**src/rtl/htu_pkg.sv**
```systemverilog
package htu_pkg;
  localparam int unsigned WORD_W = 32;
  localparam int unsigned TIME_W = 64;

  typedef logic [WORD_W-1:0] word_t;
  typedef logic [TIME_W-1:0] tval_t;

  // Result of decoding one bus address.
  typedef struct packed {
    logic hit;      // address maps to a register word
    logic is_time;  // time-base window rather than compare window
    logic upper;    // upper 32-bit word of the 64-bit register
  } dec_t;

  function automatic word_t pick_word(tval_t v, logic upper);
    return upper ? v[TIME_W-1:WORD_W] : v[WORD_W-1:0];
  endfunction
endpackage

```
**src/rtl/htu_time_counter.sv**
```systemverilog
module htu_time_counter
  import htu_pkg::*;
(
  input  logic  clk,
  input  logic  rst_n,
  input  logic  tick_en,
  output tval_t time_o
);
  tval_t time_q, time_d;

  always_comb begin
    time_d = time_q;
    if (tick_en) time_d = time_q + tval_t'(1);
  end

  always_ff @(posedge clk or negedge rst_n) begin
    if (!rst_n)       time_q <= '0;
    else if (tick_en) time_q <= time_d;
  end

  assign time_o = time_q;

  p_time_step_r2: assert property (@(posedge clk) disable iff (!rst_n)
    tick_en |=> time_q == $past(time_q) + tval_t'(1));

  p_time_hold_r2: assert property (@(posedge clk) disable iff (!rst_n)
    !tick_en |=> $stable(time_q));
endmodule

```
**src/rtl/htu_cmp_slot.sv**
```systemverilog
module htu_cmp_slot
  import htu_pkg::*;
(
  input  logic  clk,
  input  logic  rst_n,
  input  logic  wr_lo,
  input  logic  wr_hi,
  input  word_t wdata,
  input  tval_t time_i,
  output tval_t cmp_o,
  output logic  irq_o
);
  tval_t cmp_q, cmp_d;
  logic  irq_q, irq_d;
  logic  cmp_en;

  assign cmp_en = wr_lo | wr_hi;

  always_comb begin
    cmp_d = cmp_q;
    if (wr_lo) cmp_d[WORD_W-1:0]      = wdata;
    if (wr_hi) cmp_d[TIME_W-1:WORD_W] = wdata;
  end

  assign irq_d = (cmp_q <= time_i);

  always_ff @(posedge clk or negedge rst_n) begin
    if (!rst_n)      cmp_q <= '1;
    else if (cmp_en) cmp_q <= cmp_d;
  end

  always_ff @(posedge clk or negedge rst_n) begin
    if (!rst_n) irq_q <= 1'b0;
    else        irq_q <= irq_d;
  end

  assign cmp_o = cmp_q;
  assign irq_o = irq_q;

  p_lo_keeps_hi_r5: assert property (@(posedge clk) disable iff (!rst_n)
    (wr_lo && !wr_hi) |=> cmp_q[TIME_W-1:WORD_W] == $past(cmp_q[TIME_W-1:WORD_W]));

  p_hi_keeps_lo_r5: assert property (@(posedge clk) disable iff (!rst_n)
    (wr_hi && !wr_lo) |=> cmp_q[WORD_W-1:0] == $past(cmp_q[WORD_W-1:0]));

  p_irq_pending_r6: assert property (@(posedge clk) disable iff (!rst_n)
    (cmp_q <= time_i) |=> irq_o);

  p_irq_clear_r6: assert property (@(posedge clk) disable iff (!rst_n)
    (cmp_q > time_i) |=> !irq_o);
endmodule

```
**src/rtl/htu_bus_decode.sv**
```systemverilog
module htu_bus_decode
  import htu_pkg::*;
#(
  parameter int unsigned ADDR_W    = 16,
  parameter int unsigned NUM_HARTS = 1,
  parameter int unsigned IDX_W     = 1,
  parameter logic [ADDR_W-1:0] CMP_BASE  = '0,
  parameter logic [ADDR_W-1:0] TIME_BASE = '0
) (
  input  logic [ADDR_W-1:0] addr,
  output dec_t              dec,
  output logic [IDX_W-1:0]  idx
);
  localparam logic [ADDR_W:0] CMP_SPAN = (ADDR_W+1)'(NUM_HARTS * 8);

  logic [ADDR_W:0] cmp_off;
  logic            in_cmp;
  logic            in_time;

  always_comb begin
    cmp_off = {1'b0, addr} - {1'b0, CMP_BASE};
    in_cmp  = (addr >= CMP_BASE) && (cmp_off < CMP_SPAN) && (cmp_off[1:0] == 2'b00);
    in_time = (addr[ADDR_W-1:3] == TIME_BASE[ADDR_W-1:3]) && (addr[1:0] == 2'b00);
    idx     = cmp_off[IDX_W+2:3];
    dec.hit     = in_cmp | in_time;
    dec.is_time = in_time;
    dec.upper   = in_time ? addr[2] : cmp_off[2];
  end
endmodule

```
**src/rtl/hart_timer_unit.sv**
```systemverilog
module hart_timer_unit
  import htu_pkg::*;
#(
  parameter int unsigned ADDR_W    = 16,
  parameter int unsigned NUM_HARTS = 1,
  parameter int unsigned MAX_HARTS = 8,
  parameter logic [ADDR_W-1:0] CMP_BASE  = 16'h4000,
  parameter logic [ADDR_W-1:0] TIME_BASE = 16'hBFF8
) (
  input  logic                 clk,
  input  logic                 rst_n,
  input  logic                 tick_en,
  input  logic [ADDR_W-1:0]    bus_addr,
  input  logic                 bus_wr,
  input  logic                 bus_rd,
  input  logic [WORD_W-1:0]    bus_wdata,
  output logic [WORD_W-1:0]    bus_rdata,
  output logic [NUM_HARTS-1:0] timer_irq
);
  localparam int unsigned IDX_W = (MAX_HARTS > 1) ? $clog2(MAX_HARTS) : 1;

  tval_t              time_now;
  tval_t              cmp_val [NUM_HARTS];
  dec_t               dec;
  logic [IDX_W-1:0]   hidx;
  logic [NUM_HARTS-1:0] wr_lo, wr_hi;
  word_t              rd_word;
  word_t              rdata_q, rdata_d;

  htu_time_counter u_time (
    .clk     (clk),
    .rst_n   (rst_n),
    .tick_en (tick_en),
    .time_o  (time_now)
  );

  htu_bus_decode #(
    .ADDR_W    (ADDR_W),
    .NUM_HARTS (NUM_HARTS),
    .IDX_W     (IDX_W),
    .CMP_BASE  (CMP_BASE),
    .TIME_BASE (TIME_BASE)
  ) u_dec (
    .addr (bus_addr),
    .dec  (dec),
    .idx  (hidx)
  );

  for (genvar h = 0; h < NUM_HARTS; h++) begin : g_hart
    logic sel;
    assign sel      = bus_wr && dec.hit && !dec.is_time && (hidx == IDX_W'(h));
    assign wr_lo[h] = sel && !dec.upper;
    assign wr_hi[h] = sel &&  dec.upper;

    htu_cmp_slot u_slot (
      .clk    (clk),
      .rst_n  (rst_n),
      .wr_lo  (wr_lo[h]),
      .wr_hi  (wr_hi[h]),
      .wdata  (bus_wdata),
      .time_i (time_now),
      .cmp_o  (cmp_val[h]),
      .irq_o  (timer_irq[h])
    );
  end

  always_comb begin
    rd_word = '0;
    if (dec.hit) begin
      if (dec.is_time) begin
        rd_word = pick_word(time_now, dec.upper);
      end else begin
        for (int h = 0; h < NUM_HARTS; h++) begin
          if (hidx == IDX_W'(h)) rd_word = pick_word(cmp_val[h], dec.upper);
        end
      end
    end
  end

  always_comb begin
    rdata_d = rdata_q;
    if (bus_rd) rdata_d = rd_word;
  end

  always_ff @(posedge clk or negedge rst_n) begin
    if (!rst_n)      rdata_q <= '0;
    else if (bus_rd) rdata_q <= rdata_d;
  end

  assign bus_rdata = rdata_q;

  p_one_word_written_r9: assert property (@(posedge clk) disable iff (!rst_n)
    $onehot0({wr_lo, wr_hi}));

  p_miss_reads_zero_r8: assert property (@(posedge clk) disable iff (!rst_n)
    (bus_rd && !dec.hit) |=> bus_rdata == '0);

  p_rdata_held_r10: assert property (@(posedge clk) disable iff (!rst_n)
    !bus_rd |=> $stable(bus_rdata));

  p_time_write_ignored_r3: assert property (@(posedge clk) disable iff (!rst_n)
    (bus_wr && dec.is_time && !tick_en) |=> $stable(time_now));
endmodule

```
**config.mk**
```make
export PLATFORM = sky130hd
export DESIGN_NAME = hart_timer_unit
export DESIGN_NICKNAME = d
export VERILOG_FILES = /design/src/rtl/htu_pkg.sv /design/src/rtl/htu_time_counter.sv /design/src/rtl/htu_cmp_slot.sv /design/src/rtl/htu_bus_decode.sv /design/src/rtl/hart_timer_unit.sv
export SDC_FILE = /design/constraint.sdc
export NUM_CORES = 1
export LEC_CHECK = 0
export BUFFER_PORTS_ARGS = -buffer_cell sky130_fd_sc_hd__buf_2
export CORE_MARGIN = 2
export CORE_UTILIZATION = 40
export CTS_BUF_LIST = sky130_fd_sc_hd__clkbuf_8
export DETAILED_ROUTE_END_ITERATION = 12
export PLACE_DENSITY_LB_ADDON = 0.1
export RECOVER_POWER = 25
export SLEW_MARGIN = 20
export SYNTH_ARGS = -nofsm -noshare
export SYNTH_HDL_FRONTEND = slang
export SYNTH_HIERARCHICAL = 1
export SYNTH_SLANG_ARGS = --single-unit
```
**constraint.sdc**
```tcl
create_clock -name clk -period 2.05 [get_ports clk]
set_input_delay 0.205 -clock clk [delete_from_list [all_inputs] [get_ports clk]]
set_output_delay 0.205 -clock clk [all_outputs]
set_load 0.02 [all_outputs]
```
Word-level counts from Yosys, hierarchy flattened
Index checks and enable logic that the tools add are counted.
{"block": "word_totals", "wordCells": 34, "output_inout_bits": 33, "ff_bits": 161}
{"block": "op_classes", "add_sub_neg": 2, "n_lt_le_gt_ge": 3, "n_reduce_logical": 15, "muxes": 6, "n_bitwise": 2, "eq_ne": 1}
{"operator": "2-to-1 mux 32 bit", "count": 5}
{"operator": "adder 64 x 1 -> 64 bit, second input constant", "count": 1}
{"operator": "<= comparator 64 bit", "count": 1}
{"operator": "< comparator 17 x 4 -> 1 bit, second input constant", "count": 1}
{"operator": "subtractor 16 x 15 -> 17 bit, second input constant", "count": 1}
{"operator": "greater-or-equal comparator 16 x 15 -> 1 bit, second input constant", "count": 1}
{"operator": "equality test 13 bit, second input constant", "count": 1}
{"operator": "logical AND 1 bit", "count": 8}
{"operator": "zero test 2 bit", "count": 2}
{"operator": "AND reduction 2 bit", "count": 2}
{"operator": "zero test 3 bit", "count": 1}
{"operator": "zero test 1 bit", "count": 2}
{"operator": "OR 1 bit", "count": 2}
{"operator": "2-to-1 mux 1 bit", "count": 1}

Logic depth before layout (Yosys ltp)
Gate-level depths: netlist (run 1).
{"block": "depth", "word_depth": 11, "depth_mapped": 10, "depth_no_buf": 9}

By module
The synthesis (run 1) kept the hierarchy.
{"mod": "htu_cmp_slot", "n_inst": 1, "cells_each": 367, "area_per_inst_um2": 4090.2}
{"mod": "htu_time_counter", "n_inst": 1, "cells_each": 285, "area_per_inst_um2": 3098.0}
{"mod": "hart_timer_unit", "n_inst": 1, "cells_each": 185, "area_per_inst_um2": 2125.8}
{"mod": "htu_bus_decode", "n_inst": 1, "cells_each": 19, "area_per_inst_um2": 147.6}

Worst setup path after synthesis (run 1)
No wires, ideal clock.
{"block": "synth_timing", "kind": "input port to flip-flop", "startpoint": "input bus_addr[8]", "endpoint": "register g_hart[0].u_slot.cmp_q[33]", "setup_slack_ns": -0.310, "arrival_time_ns": 2.278, "cell_stages": 8, "path_cell_list": "or4_1 > nor4b_2 > a41o_1 > nand4_1 > nor2_1 > clkbuf_1 > buf_1 > mux2_2"}
{"item": "from (decl)", "line_no": "hart_timer_unit.sv:13", "text": "input logic [ADDR_W-1:0] bus_addr,"}
{"item": "to (signal assigned)", "line_no": "htu_cmp_slot.sv:29", "text": "else if (cmp_en) cmp_q <= cmp_d;"}
{"item": "to (decl)", "line_no": "htu_cmp_slot.sv:13", "text": "tval_t cmp_q, cmp_d;"}

Worst setup path in the final report (run 1)
{"block": "layout_timing", "startpoint": "register g_hart[0].u_slot.cmp_q[51]", "endpoint": "register g_hart[0].u_slot.irq_q"}
{"block": "layout_via", "elab_chain_len": 1}
{"item": "<= comparator 64 bit", "line_no": "htu_cmp_slot.sv:25", "text": "assign irq_d = (cmp_q <= time_i);"}
{"item": "named net g_hart[0].u_slot.irq_d", "line_no": "htu_cmp_slot.sv:14", "text": "logic irq_q, irq_d;"}
{"item": "to (signal assigned)", "line_no": "htu_cmp_slot.sv:34", "text": "else irq_q <= irq_d;"}
{"item": "to (decl)", "line_no": "htu_cmp_slot.sv:14"}
The timed path passes the listed nets, and every way through them passes these cells.
A chain may end at the register's enable or synchronous reset.

==> flow_metrics.env, run 1 <==
export IMPL_min_path_cells=3
export IMPL_r2r_cells=10
export IMPL_clock_sinks=161
export IMPL_start_util_pct=40.55
export IMPL_post_place_ws_ns=-0.3106
export IMPL_yosysUniqueCellTypes=54
export IMPL_synth_async_reset_ratio_pct=100.0
export IMPL_crit_type="register to register"
export IMPL_power_density_nw_per_um2=534.4
export IMPL_ys_ff_latch=161
export IMPL_synth_nets=975
export IMPL_crit_arrival_ns=2.49
export IMPL_cts_inserted_buffers=17
export IMPL_core_area_um2=23330
export IMPL_rsz0062_at_grt="true"
export IMPL_io_pins=86
export IMPL_grt_pass1_wl_mm=40.19
export IMPL_worst_pin_slew_ns=1.139
export IMPL_gp_congestion=0.8218
export IMPL_fill_cells=2158
export IMPL_min_to="bus_rdata[18]$_DFFE_PN0P_"
export IMPL_final_hold_viol_count=0
export IMPL_drt_pass1_iterations=5
export IMPL_finalPower_w=0.006594
export IMPL_max_cap_viol_count=0
export IMPL_antennaDiodeCount=0
export IMPL_finClkSkew_ns=0.01881
export IMPL_rows=56
export IMPL_critPathLaunch="g_hart[0].u_slot/cmp_o[51]$_DFFE_PN1P_"
export IMPL_synth_commonest_cells="97 x dfrtp_1, 78 x inv_1, 66 x ha_1, 64 x dfstp_2, 64 x mux2i_1"
export IMPL_yosysMostFrequentCell="dfrtp_1"
export IMPL_critPathLaunchType="register"
export IMPL_dpl_hpwl_mm=19.03
export IMPL_dr_first_iter_drc_count=462
export IMPL_synth_seq_area_share_pct=43.43
export IMPL_violations="negative setup slack"
export IMPL_reg2reg_to="g_hart[0].u_slot/irq_o$_DFF_PN0_"
export IMPL_clk_path_buf_depth=2
export IMPL_run_status="finished, violations left"
export IMPL_post_route_cells_drive_above_1_share_pct=40.61
export IMPL_fin_crit_sh_pct=103.1
export IMPL_die_area_um2=24900
export IMPL_syn_inst=856
export IMPL_ant_nets=0
export IMPL_grt_pass1_vias=7439
export IMPL_port_buffers=85
export IMPL_p_leak_nw=5.996
export IMPL_grt_max_degree=67
export IMPL_synth_top_area_cell="dfrtp_1"
export IMPL_ir_worst_vdd_v=0.0003627
export IMPL_setup_viol=1
export IMPL_post_route_drc_count=0
export IMPL_slew_violations=0
export IMPL_antenna_found_initial=0
export IMPL_nets=1256
export IMPL_min_from="bus_rd"
export IMPL_overflow=0
export IMPL_endpoint_kind="register"
export IMPL_wl_mm=24.96
export IMPL_die_h_um=157.8
export IMPL_fmax_mhz=473.2
export IMPL_syn_cell_area_um2=9462
export IMPL_path_clk_slew_ns=0.09
export IMPL_cts_tree="yes"
export IMPL_htreeDepth=4
export IMPL_yosysTopAreaCellShare_pct=25.65
export IMPL_timing_rr_start="g_hart[0].u_slot/cmp_o[51]$_DFFE_PN1P_"
export IMPL_die_w_um=157.8
export IMPL_yosys_warnings=6
export IMPL_vias=7290
export IMPL_synth_area_leaders="dfrtp_1 26%, dfstp_2 18%, ha_1 8.7%, mux2_2 7.1%, mux2i_1 6.8%"
export IMPL_hold_class="primary input to register"
export IMPL_clock_latency_ns=0.47
export IMPL_synth_flop_cell="dfrtp_1"
export IMPL_min_period_ns=2.113
export IMPL_path_max_fanout=2
export IMPL_worstPathRequired_ns=2.43
export IMPL_fin_ws_ns=-0.06348
export IMPL_regToRegSetupSlack_ns=-0.06
export IMPL_syn_avg_cell_area_um2=11.05
export IMPL_avgViaCountPerCell=4.963
export IMPL_synth_edf_count=0
export IMPL_wire_per_inst_um=16.99
export IMPL_area_growth_pct=30.43
export IMPL_max_slew_margin_rel_pct=24.06
export IMPL_gr_usage_all_layers_pct=21.05
export IMPL_cts_root_buf="clkbuf_8"
## cells in the final DEF (no fill, tap or decap), drive strengths merged, types with 2 or more instances in the layout
| cell type | n |
|---|---|
| a211o | 2 |
| a211oi | 3 |
| a21o | 5 |
| a21oi | 25 |
| a221oi | 2 |
| and2 | 2 |
| and3 | 2 |
| and4 | 4 |
| buf | 254 |
| bufinv | 2 |
| clkbuf | 23 |
| clkinv | 4 |
| clkinvlp | 3 |
| dfrtp | 97 |
| dfstp | 64 |
| dlygate4sd3 | 34 |
| ha | 66 |
| inv | 83 |
| mux2 | 64 |
| mux2i | 64 |
| nand2 | 47 |
| nand2b | 32 |
| nand3 | 30 |
| nand4 | 40 |
| nor2 | 34 |
| nor2b | 2 |
| nor3 | 26 |
| nor3b | 2 |
| nor4 | 16 |
| o211ai | 2 |
| o21ai | 11 |
| o221ai | 32 |
| or2 | 2 |
| or4 | 2 |
| xnor2 | 28 |
| xor2 | 35 |
## report_power, final
part	switching [W]	internal [W]	total, W
logic	0.000490	0.000396	0.000886
clock network	0.00127	0.00115	0.00242
registers	0.0000416	0.00325	0.00329
total	0.00180	0.00480	0.00659
## critical path: stages, from the launching register on
cell and delay [ns]:
dfstp_2 0.55, ha_1 0.23, buf_4 0.14, a21oi_1 0.10, o21ai_1 0.12, a211oi_2 0.25
nor3_1 0.08, a211oi_1 0.22, buf_4 0.16, o211ai_1 0.08, o21ai_1 0.09
## per-stage QoR
step | instance area, um2 | util [%] | hold WS, ns | instances | TNS (ns)
2_1_floorplan | 9504 | - | -0.09059 | 856 | 0
3_3_place_gp | 11440 | 49.05 | 0.1762 | 1399 | -16.92
3_5_place_dp | 11440 | 49.05 | 0.1639 | 1399 | -18.22
4_1_cts | 12200 | 52.27 | 0.2098 | 1465 | -0.07542
5_1_grt | 12340 | 52.89 | 0.2635 | 1469 | -5.105
6_report | 12340 | 52.89 | 0.2301 | 1469 | -0.06348
## how the worst max path moves through the flow
| stage | cells past startpoint | to |
|---|---|---|
| floorplan | 8 | g_hart[0].u_slot/cmp_o[10]$_DFFE_PN1P_ |
| detailed placement | 8 | g_hart[0].u_slot/cmp_o[44]$_DFFE_PN1P_ |
| global placement | 8 | g_hart[0].u_slot/cmp_o[32]$_DFFE_PN1P_ |
| CTS | 8 | g_hart[0].u_slot/irq_o$_DFF_PN0_ |
| finish | 10 | g_hart[0].u_slot/irq_o$_DFF_PN0_ |
| global route | 10 | g_hart[0].u_slot/irq_o$_DFF_PN0_ |
## layer usage
metal	global-route usage [%]	routed length (um)	vias to the layer above
li1	-	-	3626
met1	29.59	12120	3541
met2	34.51	12000	104
met3	2.628	592	19
met4	5.195	246	0
met5	0	0	-
## cell type report
class                   instances  area (um2)  area share [%]
multi-input cells             586        4985           40.39
flip-flops and latches        161        4110           33.31
inverters                      79       296.5           2.403
clock buffers                  19       261.5           2.119
repair buffers                292        2151           17.43
well taps                     319       399.1           3.234
clock inverters                13       137.6           1.115
## flip-flops by register name (all words and copies together), names as in the netlist
name / count
bus_rdata: 32
g_hart.u_slot/cmp_o: 64
g_hart.u_slot/irq_o: 1
u_time/time_o: 64
## logic make-up (layout without fill, tap and decap cells)
| kind of cell | Yosys count | after routing | share of synthesized area [%] |
|---|---|---|---|
| adders and majority gates | 66 | 66 | 8.728 |
| and+or+nand+nor | 244 | 244 | 15.64 |
| DFF | 161 | 161 | 43.43 |
| muxes | 128 | 128 | 14.39 |
| buffers and inverters | 109 | 403 | 5.647 |
| xor gates and xnor gates | 63 | 63 | 5.832 |
| AOI/OAI and AO/OA | 85 | 85 | 6.334 |
## timing repair
item / in CTS / in global routing
setup endpoints to repair: 1 / 16
buffers inserted: 0 / 4
hold buffers: 34 / 0
gates resized for setup: 2 / 27
pin swaps: 1 / 11
hold endpoints to repair: 103 / 0
No activity file was read; power rests on OpenSTA's default activity.
==> run 2, diff against run 1 <==
- REMOVE_ABC_BUFFERS: unset -> 1
==> run 2 against run 1 <==
  * The flow still finishes with violations (negative setup slack)
  * Via count shrank 0.53%
  * Clock-buffer cell count grew 1
  * First-iteration DRC count fell by 24%
  * Die area did not move
  * Routed wire length fell by 1.0%
  * Critical endpoint unchanged
  * Clock power grew 6%
  * Combinational power decreased by 2.4%
  * Final cell count down 0.34%
  * Critical path depth unchanged
==> flow_metrics.env, run 2 (synthesis gave the netlist of run 1 again) <==
export IMPL_run_status="finished, violations left"
export IMPL_violations="negative setup slack"
export IMPL_min_from="tick_en"
export IMPL_finalPower_w=0.006746
export IMPL_path_max_fanout=2
export IMPL_worst_pin_slew_ns=1.131
export IMPL_max_slew_margin_rel_pct=24.59
export IMPL_dr_first_iter_drc_count=352
export IMPL_reg2reg_to="g_hart[0].u_slot/irq_o$_DFF_PN0_"
export IMPL_crit_arrival_ns=2.48
export IMPL_fmax_mhz=468.6
export IMPL_p_leak_nw=5.994
export IMPL_crit_type="register to register"
export IMPL_vias=7251
export IMPL_fin_ws_ns=-0.08382
export IMPL_min_path_cells=2
export IMPL_antennaDiodeCount=0
export IMPL_drt_pass1_iterations=7
export IMPL_max_cap_viol_count=0
export IMPL_avgViaCountPerCell=4.953
export IMPL_nets=1251
export IMPL_io_pins=86
export IMPL_fill_cells=2173
export IMPL_path_clk_slew_ns=0.09
export IMPL_clock_latency_ns=0.46
export IMPL_die_h_um=157.8
export IMPL_timing_rr_start="g_hart[0].u_slot/cmp_o[62]$_DFFE_PN1P_"
export IMPL_die_area_um2=24900
export IMPL_cts_inserted_buffers=17
export IMPL_ir_worst_vdd_v=0.0003420
export IMPL_fin_crit_sh_pct=104.1
export IMPL_power_density_nw_per_um2=548.0
export IMPL_slew_violations=0
export IMPL_cts_root_buf="clkbuf_8"
export IMPL_mostFrequentLayoutCell="buf_4"
export IMPL_min_period_ns=2.134
export IMPL_antenna_found_initial=0
export IMPL_utilization_pct=52.76
export IMPL_r2r_cells=10
export IMPL_die_w_um=157.8
export IMPL_timing_hold_ws_ns=0.03778
export IMPL_use_met3_pct=2.601
export IMPL_final_hold_viol_count=0
export IMPL_gr_usage_all_layers_pct=20.83
export IMPL_area_growth_pct=30.11
export IMPL_worstPathRequired_ns=2.40
export IMPL_overflow=0
export IMPL_clk_path_buf_depth=2
export IMPL_ant_nets=0
export IMPL_endpoint_kind="register"
export IMPL_final_cell_mix="160 x buf_4, 97 x dfrtp_1, 83 x buf_2, 77 x inv_1"
export IMPL_post_route_drc_count=0
export IMPL_start_util_pct=40.55
export IMPL_grt_util_met1_pct=28.57
export IMPL_wire_per_inst_um=16.87
export IMPL_hold_class="primary input to register"
export IMPL_grt_pass1_wl_mm=39.93
export IMPL_finClkSkew_ns=0.01773
export IMPL_gp_congestion=0.9151
export IMPL_port_buffers=85
export IMPL_rsz0062_at_grt="true"
export IMPL_post_route_cells_drive_above_1_share_pct=39.74
export IMPL_setup_viol=1
export IMPL_min_to="u_time/time_o[0]$_DFFE_PN0P_"
export IMPL_clock_sinks=161
export IMPL_regToRegSetupSlack_ns=-0.08
export IMPL_critPathLaunchType="register"
export IMPL_grtUsageMet2_pct=35.22
export IMPL_rows=56
export IMPL_cts_tree="yes"
export IMPL_dpl_hpwl_mm=18.81
export IMPL_busiest_layer="met2"
export IMPL_htreeDepth=4
export IMPL_core_area_um2=23330
export IMPL_grt_max_degree=67
export IMPL_grt_pass1_vias=7388
export IMPL_wl_mm=24.70
run 2: routing by layer:
metal	vias to the layer above	routed length, um
met1	3541	11910
met5	-	0
li1	3602	-
met2	91	12040
met4	0	222
met3	17	524
run 2: final cells by class:
cell class              count  area [um2]  share of cell area (%)
clock buffers              20       275.3                   2.236
clock inverters            12       156.4                   1.270
inverters                  79       296.5                   2.409
multi-input cells         586        4977                   40.43
flip-flops and latches    161        4109                   33.38
well taps                 319       399.1                   3.242
repair buffers            287        2097                   17.03
run 2: how the worst max path moves through the flow:
stage,startpoint,end
detailed placement,bus_addr[8],g_hart[0].u_slot/cmp_o[50]$_DFFE_PN1P_
global placement,bus_addr[8],g_hart[0].u_slot/cmp_o[49]$_DFFE_PN1P_
global route,u_time/time_o[62]$_DFFE_PN0P_,g_hart[0].u_slot/irq_o$_DFF_PN0_
CTS,g_hart[0].u_slot/cmp_o[63]$_DFFE_PN1P_,g_hart[0].u_slot/irq_o$_DFF_PN0_
floorplan,bus_addr[8],g_hart[0].u_slot/cmp_o[10]$_DFFE_PN1P_
finish,g_hart[0].u_slot/cmp_o[62]$_DFFE_PN1P_,g_hart[0].u_slot/irq_o$_DFF_PN0_
run 2: report_power, final:
part | leakage [nW] | switching [W] | internal, W | total [W]
clock | 0.218 | 0.00126 | 0.00131 | 0.00257
combinational | 3.81 | 0.000467 | 0.000398 | 0.000865
sequential | 1.97 | 0.0000621 | 0.00325 | 0.00331
total | 5.99 | 0.00179 | 0.00496 | 0.00675
run 2: worst max-delay path, stage by stage (launching register included):
cell      delay [ns]
dfstp_2         0.57
ha_4            0.13
nand4_1         0.11
buf_6           0.15
nor4_4          0.26
buf_4           0.18
nand2_2         0.06
nor3_4          0.14
nand4_1         0.16
o211ai_1        0.19
o21ai_1         0.08
run 2: timing repair:
item                                   in CTS  in global routing
setup buffers                               2                  8
hold buffers                               33                  0
gates resized for setup                     4                 19
setup endpoints to repair                   2                 25
endpoints found under the hold margin      96                  0
pin swaps                                   3                  9
run 2: through the flow:
stage	std cells	setup TNS, ns	setup WS, ns	cell area [um2]
3_5_place_dp	1390	-23.09	-0.3756	11360
6_report	1464	-0.08382	-0.08382	12310
2_1_floorplan	826	-81.26	-1.127	9224
4_1_cts	1457	-0.08897	-0.08897	12160
3_3_place_gp	1390	-20.64	-0.3301	11360
5_1_grt	1464	-4.136	-0.2343	12310
